**src/rtl/can_tx_pkg.sv**
```systemverilog
package can_tx_pkg;

   typedef enum logic [1:0] {
      OUT_NONE = 2'd0,
      OUT_DONE = 2'd1,
      OUT_ARB  = 2'd2,
      OUT_ERR  = 2'd3
   } tx_outcome_e;

   typedef struct packed {
      logic req;
      logic done;
      logic abt;
      logic arbl;
      logic err;
   } slot_flags_t;

endpackage

```
**src/rtl/can_tx_pick.sv**
```systemverilog
module can_tx_pick #(
   parameter int NUM_SLOTS = 3,
   parameter int PRIO_W    = 2,
   localparam int IDX_W    = $clog2(NUM_SLOTS)
) (
   input  logic [NUM_SLOTS-1:0]        req,
   input  logic [NUM_SLOTS*PRIO_W-1:0] prio,
   output logic                        any,
   output logic [IDX_W-1:0]            win
);

   logic [PRIO_W-1:0] best;

   // Ascending scan with >= so a later (higher) index takes equal priority.
   always_comb begin
      any  = 1'b0;
      best = '0;
      win  = '0;
      for (int i = 0; i < NUM_SLOTS; i++) begin
         if (req[i] && (!any || prio[i*PRIO_W +: PRIO_W] >= best)) begin
            any  = 1'b1;
            best = prio[i*PRIO_W +: PRIO_W];
            win  = IDX_W'(i);
         end
      end
   end

endmodule

```
**src/rtl/can_tx_slot.sv**
```systemverilog
module can_tx_slot
   import can_tx_pkg::*;
#(
   parameter int PRIO_W = 2
) (
   input  logic              clk,
   input  logic              rst_n,
   input  logic              wr_hit,
   input  logic              wr_req,
   input  logic [PRIO_W-1:0] wr_prio,
   input  logic              wr_ie,
   input  logic              abort_all,
   input  logic              active,
   input  tx_outcome_e       outcome,
   output slot_flags_t       flags,
   output logic [PRIO_W-1:0] prio,
   output logic              ie
);

   logic abort_pend;
   logic abort_now;
   logic resolve;

   assign abort_now = flags.req && ((wr_hit && !wr_req) || abort_all);
   assign resolve   = active && (outcome != OUT_NONE);

   always_ff @(posedge clk or negedge rst_n) begin
      if (!rst_n) begin
         flags      <= '0;
         prio       <= '0;
         ie         <= 1'b0;
         abort_pend <= 1'b0;
      end else if (resolve) begin
         abort_pend <= 1'b0;
         unique case (outcome)
            OUT_DONE: begin
               flags.req  <= 1'b0;
               flags.done <= 1'b1;
            end
            OUT_ARB, OUT_ERR: begin
               if (outcome == OUT_ARB) flags.arbl <= 1'b1;
               else                    flags.err  <= 1'b1;
               if (abort_pend || abort_now) begin
                  flags.req <= 1'b0;
                  flags.abt <= 1'b1;
               end
            end
            default: ;
         endcase
      end else if (abort_now) begin
         if (active) begin
            abort_pend <= 1'b1;
         end else begin
            flags.req <= 1'b0;
            flags.abt <= 1'b1;
         end
      end else if (wr_hit && !flags.req) begin
         prio <= wr_prio;
         ie   <= wr_ie;
         if (wr_req) begin
            flags.req  <= 1'b1;
            flags.done <= 1'b0;
            flags.abt  <= 1'b0;
            flags.arbl <= 1'b0;
            flags.err  <= 1'b0;
         end
      end
   end

endmodule

```
**src/rtl/can_tx_ctl.sv**
```systemverilog
module can_tx_ctl
   import can_tx_pkg::*;
#(
   parameter int NUM_SLOTS = 3,
   localparam int IDX_W    = $clog2(NUM_SLOTS)
) (
   input  logic             clk,
   input  logic             rst_n,
   input  logic             bus_idle,
   input  logic             any_pend,
   input  logic [IDX_W-1:0] win,
   input  logic             hold,
   input  logic             abort_all,
   input  logic             eng_done,
   input  logic             eng_arb_lost,
   input  logic             eng_error,
   output logic             busy,
   output logic [IDX_W-1:0] act,
   output logic             start,
   output tx_outcome_e      outcome,
   output logic             abort_all_busy
);

   logic launch;

   always_comb begin
      outcome = OUT_NONE;
      if (busy) begin
         if (eng_done)          outcome = OUT_DONE;
         else if (eng_error)    outcome = OUT_ERR;
         else if (eng_arb_lost) outcome = OUT_ARB;
      end
   end

   assign launch = !busy && bus_idle && any_pend && !hold;

   always_ff @(posedge clk or negedge rst_n) begin
      if (!rst_n) begin
         busy           <= 1'b0;
         act            <= '0;
         start          <= 1'b0;
         abort_all_busy <= 1'b0;
      end else begin
         start <= launch;
         if (outcome != OUT_NONE) begin
            busy           <= 1'b0;
            abort_all_busy <= 1'b0;
         end else begin
            if (launch) begin
               busy <= 1'b1;
               act  <= win;
            end
            if (abort_all && busy) abort_all_busy <= 1'b1;
         end
      end
   end

endmodule

```
**src/rtl/can_tx_sched.sv**
```systemverilog
module can_tx_sched
   import can_tx_pkg::*;
#(
   parameter int NUM_SLOTS = 3,
   parameter int PRIO_W    = 2,
   localparam int IDX_W    = $clog2(NUM_SLOTS)
) (
   input  logic                        clk,
   input  logic                        rst_n,
   input  logic                        bus_idle,
   input  logic                        wr_en,
   input  logic [IDX_W-1:0]            wr_slot,
   input  logic                        wr_req,
   input  logic [PRIO_W-1:0]           wr_prio,
   input  logic                        wr_ie,
   input  logic                        abort_all,
   input  logic                        err_int_clr,
   input  logic                        eng_done,
   input  logic                        eng_arb_lost,
   input  logic                        eng_error,
   output logic                        tx_start,
   output logic [IDX_W-1:0]            tx_slot,
   output logic                        busy_o,
   output logic [NUM_SLOTS-1:0]        req_o,
   output logic [NUM_SLOTS*PRIO_W-1:0] prio_o,
   output logic [NUM_SLOTS-1:0]        ie_o,
   output logic [NUM_SLOTS-1:0]        done_o,
   output logic [NUM_SLOTS-1:0]        abt_o,
   output logic [NUM_SLOTS-1:0]        arbl_o,
   output logic [NUM_SLOTS-1:0]        err_o,
   output logic                        err_int_o,
   output logic                        irq_o,
   output logic                        abort_all_busy_o
);

   generate
      if (NUM_SLOTS < 2 || NUM_SLOTS > 32) begin : g_bad_slots
         $error("can_tx_sched: NUM_SLOTS must be 2..32");
      end
      if (PRIO_W < 1 || PRIO_W > 8) begin : g_bad_prio
         $error("can_tx_sched: PRIO_W must be 1..8");
      end
   endgenerate

   logic             any_pend;
   logic [IDX_W-1:0] win;
   tx_outcome_e      outcome;
   logic             err_int;

   can_tx_pick #(.NUM_SLOTS(NUM_SLOTS), .PRIO_W(PRIO_W)) u_pick (
      .req  (req_o),
      .prio (prio_o),
      .any  (any_pend),
      .win  (win)
   );

   can_tx_ctl #(.NUM_SLOTS(NUM_SLOTS)) u_ctl (
      .clk            (clk),
      .rst_n          (rst_n),
      .bus_idle       (bus_idle),
      .any_pend       (any_pend),
      .win            (win),
      .hold           (wr_en | abort_all),
      .abort_all      (abort_all),
      .eng_done       (eng_done),
      .eng_arb_lost   (eng_arb_lost),
      .eng_error      (eng_error),
      .busy           (busy_o),
      .act            (tx_slot),
      .start          (tx_start),
      .outcome        (outcome),
      .abort_all_busy (abort_all_busy_o)
   );

   for (genvar i = 0; i < NUM_SLOTS; i++) begin : g_slot
      slot_flags_t fl;
      can_tx_slot #(.PRIO_W(PRIO_W)) u_slot (
         .clk       (clk),
         .rst_n     (rst_n),
         .wr_hit    (wr_en && (wr_slot == IDX_W'(i))),
         .wr_req    (wr_req),
         .wr_prio   (wr_prio),
         .wr_ie     (wr_ie),
         .abort_all (abort_all),
         .active    (busy_o && (tx_slot == IDX_W'(i))),
         .outcome   (outcome),
         .flags     (fl),
         .prio      (prio_o[i*PRIO_W +: PRIO_W]),
         .ie        (ie_o[i])
      );
      assign req_o[i]  = fl.req;
      assign done_o[i] = fl.done;
      assign abt_o[i]  = fl.abt;
      assign arbl_o[i] = fl.arbl;
      assign err_o[i]  = fl.err;
   end

   always_ff @(posedge clk or negedge rst_n) begin
      if (!rst_n)                  err_int <= 1'b0;
      else if (outcome == OUT_ERR) err_int <= 1'b1;
      else if (err_int_clr)        err_int <= 1'b0;
   end

   assign err_int_o = err_int;
   assign irq_o     = (|(done_o & ie_o)) | err_int;

endmodule

```
**config.mk**
```make
export PLATFORM = sky130hd
export DESIGN_NAME = can_tx_sched
export DESIGN_NICKNAME = d
export VERILOG_FILES = /design/src/rtl/can_tx_pkg.sv /design/src/rtl/can_tx_pick.sv /design/src/rtl/can_tx_slot.sv /design/src/rtl/can_tx_ctl.sv /design/src/rtl/can_tx_sched.sv
export SDC_FILE = /design/constraint.sdc
export NUM_CORES = 1
export LEC_CHECK = 0
export ABC_CLOCK_PERIOD_IN_PS = 6300
export BUFFER_PORTS_ARGS = -buffer_cell sky130_fd_sc_hd__buf_2
export CORE_ASPECT_RATIO = 1.25
export CORE_MARGIN = 3
export CORE_UTILIZATION = 55
export CTS_BUF_LIST = sky130_fd_sc_hd__clkbuf_16
export CTS_CLUSTER_DIAMETER = 150
export CTS_CLUSTER_SIZE = 10
export DETAILED_ROUTE_END_ITERATION = 10
export MAX_ROUTING_LAYER = met4
export PLACE_DENSITY = 0.78
export SETUP_SLACK_MARGIN = 0.15
export SLEW_MARGIN = 20
export SYNTH_ARGS = -nofsm -noshare
export SYNTH_HDL_FRONTEND = slang
export SYNTH_HIERARCHICAL = 1
export SYNTH_SLANG_ARGS = --single-unit
```
**constraint.sdc**
```tcl
create_clock -name clk -period 6.3 [get_ports clk]
set_input_delay 0.63 -clock clk [delete_from_list [all_inputs] [get_ports clk]]
set_output_delay 0.63 -clock clk [all_outputs]
set_load 0.005 [all_outputs]
```
==> results.txt <==
CTS sink count -> 33
crit path kind -> reg -> reg
Final Hold Fails -> 0
synth top area cells -> dfrtp_1 (41%), mux2_4 (8.2%), a22o_1 (3.9%), buf_6 (3.4%), nand3b_4 (3.0%)
crit path max fanout -> 13
global-route wire length before repair -> 7830 um
synthesized flop and latch total -> 33
most frequent cells in the layout -> buf_2 (45), dfrtp_1 (33), nand2_1 (16)
die area -> 4430 um^2
H-tree depth -> 2
part of the power in registers -> 0.363
setup TNS -> 0 ns
overall global routing resource usage -> 0.249
switching share of power -> 0.323
final RePlAce weighted congestion -> 0.763
Synth top area share -> 0.410
Rows -> 23
DR iter-0 viols -> 105
Power Internal -> 0.000666 W
Initial Utilization -> 0.599
FF-to-FF Start -> g_slot[0].u_slot/flags[4]
Post-Route Skew -> 0.00369 ns
hold_buf cts -> 0
Syn Nets -> 197
DR DRC count -> 0
Synth-to-Final Area Change -> 19.2%
total clock buffers created by CTS -> 5
final setup vio count -> 0
Max Clk Rate -> 335 MHz
max capacitance violation total -> 0
GRT met1 Usage -> 0.273
synth unique cells -> 40
final wirelength -> 4950 um
vias post-DR -> 1596
Sw Pwr -> 0.000317 W
dpl cells -> 256
crit path from -> g_slot[0].u_slot/flags[4]
PD cells -> 409 nW/um^2
initial antenna violation count -> 0
Clk network pwr share -> 0.272
Cell Area, Synth -> 2020 um^2
largest net degree at the start of global routing -> 34
final worst-path cycle share -> 0.474
Die Wd -> 60.1 um
sequential-to-total area share from yosys stat -> 0.410
gr busiest metal -> met2
met3 GRT Util -> 0.0598
clock period minus worst slack -> 2.98 ns
antenna cells -> 0
Final ANT Viol Nets -> 0
Final #Nets -> 245
global route overflow -> 0
port bufs -> 45
layout cells sized above 1 -> 0.366
Worst-path clk slew -> 0.05 ns
Comb power frac -> 0.365
drt pass-1 iters -> 4
Core Area -> 3370 um^2
Post-CTS Setup Bufs -> 0
I/O pins -> 46
Rel. slew slack -> 0.508
outcome -> completed
syn_area_per_cell -> 11.3 um^2
Root Buffer -> clkbuf_16
commonest non-fill, non-tap cell in the layout -> buf_2
DR vias/cell -> 6.05
die height -> 73.7 um
DP HPWL -> 3430 um
CTS tree -> done
PostCTS Resize Cnt -> 0
Clock Latency Late Sink -> 0.28 ns
min-delay worst type -> in -> async
leading area contributor after synthesis -> dfrtp_1
grt met2 use -> 0.439
Leak -> 1.18 nW
Cells after Synth -> 178
Final Non-Filler Cells -> 264
drt wl/cell -> 18.7 um
Max clock buf depth -> 2
maximum VDD drop -> 0.000268 V
CP startpoint kind -> flop
RSZ-0062 raised after global routing -> false
fin. max-slew vios -> 0
vias in the first global route -> 1592
Tightest Pin Transition -> 0.738 ns
arrival time worst endpoint -> 3.15 ns
CP endpoint kind -> flop
synth warn -> 6
Critical Path RT -> 6.46 ns
-- sequential cells by signal, indices dropped and copies added, names as in the netlist --
name / cells
err_int_o: 1
g_slot.u_slot/prio: 6
u_ctl/act: 2
g_slot.u_slot/ie: 3
g_slot.u_slot/abort_pend: 3
g_slot.u_slot/flags: 15
u_ctl/start: 1
u_ctl/busy: 1
u_ctl/abort_all_busy: 1
-- cells by family after synthesis --
group / share of synthesized area
and+or+nand+nor: 0.190
buffers and inverters: 0.0484
AOI/OAI and AO/OA: 0.202
DFF: 0.410
adders and majority gates: 0.0397
muxes: 0.110
-- worst max-delay path: stages (launching register included) --
cell       delay [ns]
dfrtp_1          0.49
and2_2           0.24
ha_1             0.26
and2b_1          0.19
o2bb2ai_2        0.20
mux2_1           0.36
ha_1             0.28
nand2b_1         0.14
a211o_1          0.31
and2_1           0.17
mux2_4           0.25
-- final timing paths --
check / endpoint / depth (start not counted) / slack [ns]
max in group asynchronous: g_slot[2].u_slot/flags[0] / 1 / 5.41
worst max-delay path: u_ctl/act[1] / 10 / 3.32
worst max register to register: u_ctl/act[1] / 10 / 3.32
worst min register to register: g_slot[0].u_slot/flags[1] / 1 / 0.52
worst min-delay path: g_slot[1].u_slot/flags[1] / 1 / 0.41
min in group clk: err_int_o / 2 / 0.51
-- per-layer routing --
metal,wire [um],vias to the layer above
li1,-,753
met1,1940,789
met2,2700,48
met3,244,6
met4,61,0
met5,0,-
-- final cells by class --
class                           count  area (um^2)
Multi-Input combinational cell    131         1100
Fill cell                         259          965
Sequential cell                    33          826
Timing Repair Buffer               47          240
Clock buffer                        5          125
Tap cell                           37         46.3
Clock inverter                      3         37.5
Inverter                            8         30.0
-- stage by stage --
step / setup WS (ns) / hold WS (ns) / total power [W] / utilization / cell area, um^2
final: 3.32 / 0.414 / 0.000984 / 0.713 / 2400
after global routing: 3.25 / 0.462 / 0.00104 / 0.713 / 2400
after CTS: 3.33 / 0.441 / 0.000987 / 0.713 / 2400
after detailed placement: 3.37 / 0.509 / 0.000712 / 0.665 / 2240
after global placement: 3.46 / 0.503 / 0.000687 / 0.665 / 2240
after floorplan: 3.51 / 0.334 / 0.000578 / - / 2020
-- synthesized netlist by cell type --
| master | count |
|---|---|
| a2111o_1 | 3 |
| a211o_1 | 4 |
| a21boi_1 | 1 |
| a21o_2 | 3 |
| a21oi_1 | 9 |
| a22o_1 | 9 |
| a22oi_1 | 4 |
| a31oi_1 | 3 |
| and2_1 | 1 |
| and2_2 | 1 |
| and2b_1 | 1 |
| and3b_1 | 4 |
| and4bb_4 | 1 |
| buf_6 | 6 |
| dfrtp_1 | 33 |
| ha_1 | 4 |
| inv_1 | 8 |
| maj3_1 | 3 |
| mux2_1 | 2 |
| mux2_2 | 3 |
| mux2_4 | 11 |
| nand2_1 | 16 |
| nand2b_1 | 5 |
| nand3_1 | 3 |
| nand3b_1 | 3 |
| nand3b_4 | 3 |
| nor2_1 | 7 |
| nor2b_1 | 3 |
| nor3_1 | 1 |
| nor3b_2 | 2 |
| o21ai_0 | 6 |
| o21ai_1 | 1 |
| o21ai_4 | 3 |
| o21bai_1 | 1 |
| o2bb2ai_2 | 1 |
| o311ai_1 | 3 |
| or2_1 | 1 |
| or3_1 | 1 |
| or3_2 | 1 |
| or3b_1 | 3 |
-- power groups by stage --
stage	Sequential [W]	Clock, W	Combinational, W
2_1_floorplan	0.000348	0	0.000230
3_3_place_gp	0.000353	0	0.000334
3_5_place_dp	0.000358	0	0.000354
4_1_cts	0.000357	0.000270	0.000360
5_1_grt	0.000369	0.000280	0.000387
6_report	0.000357	0.000268	0.000359
(Power assumes the default switching activity.)
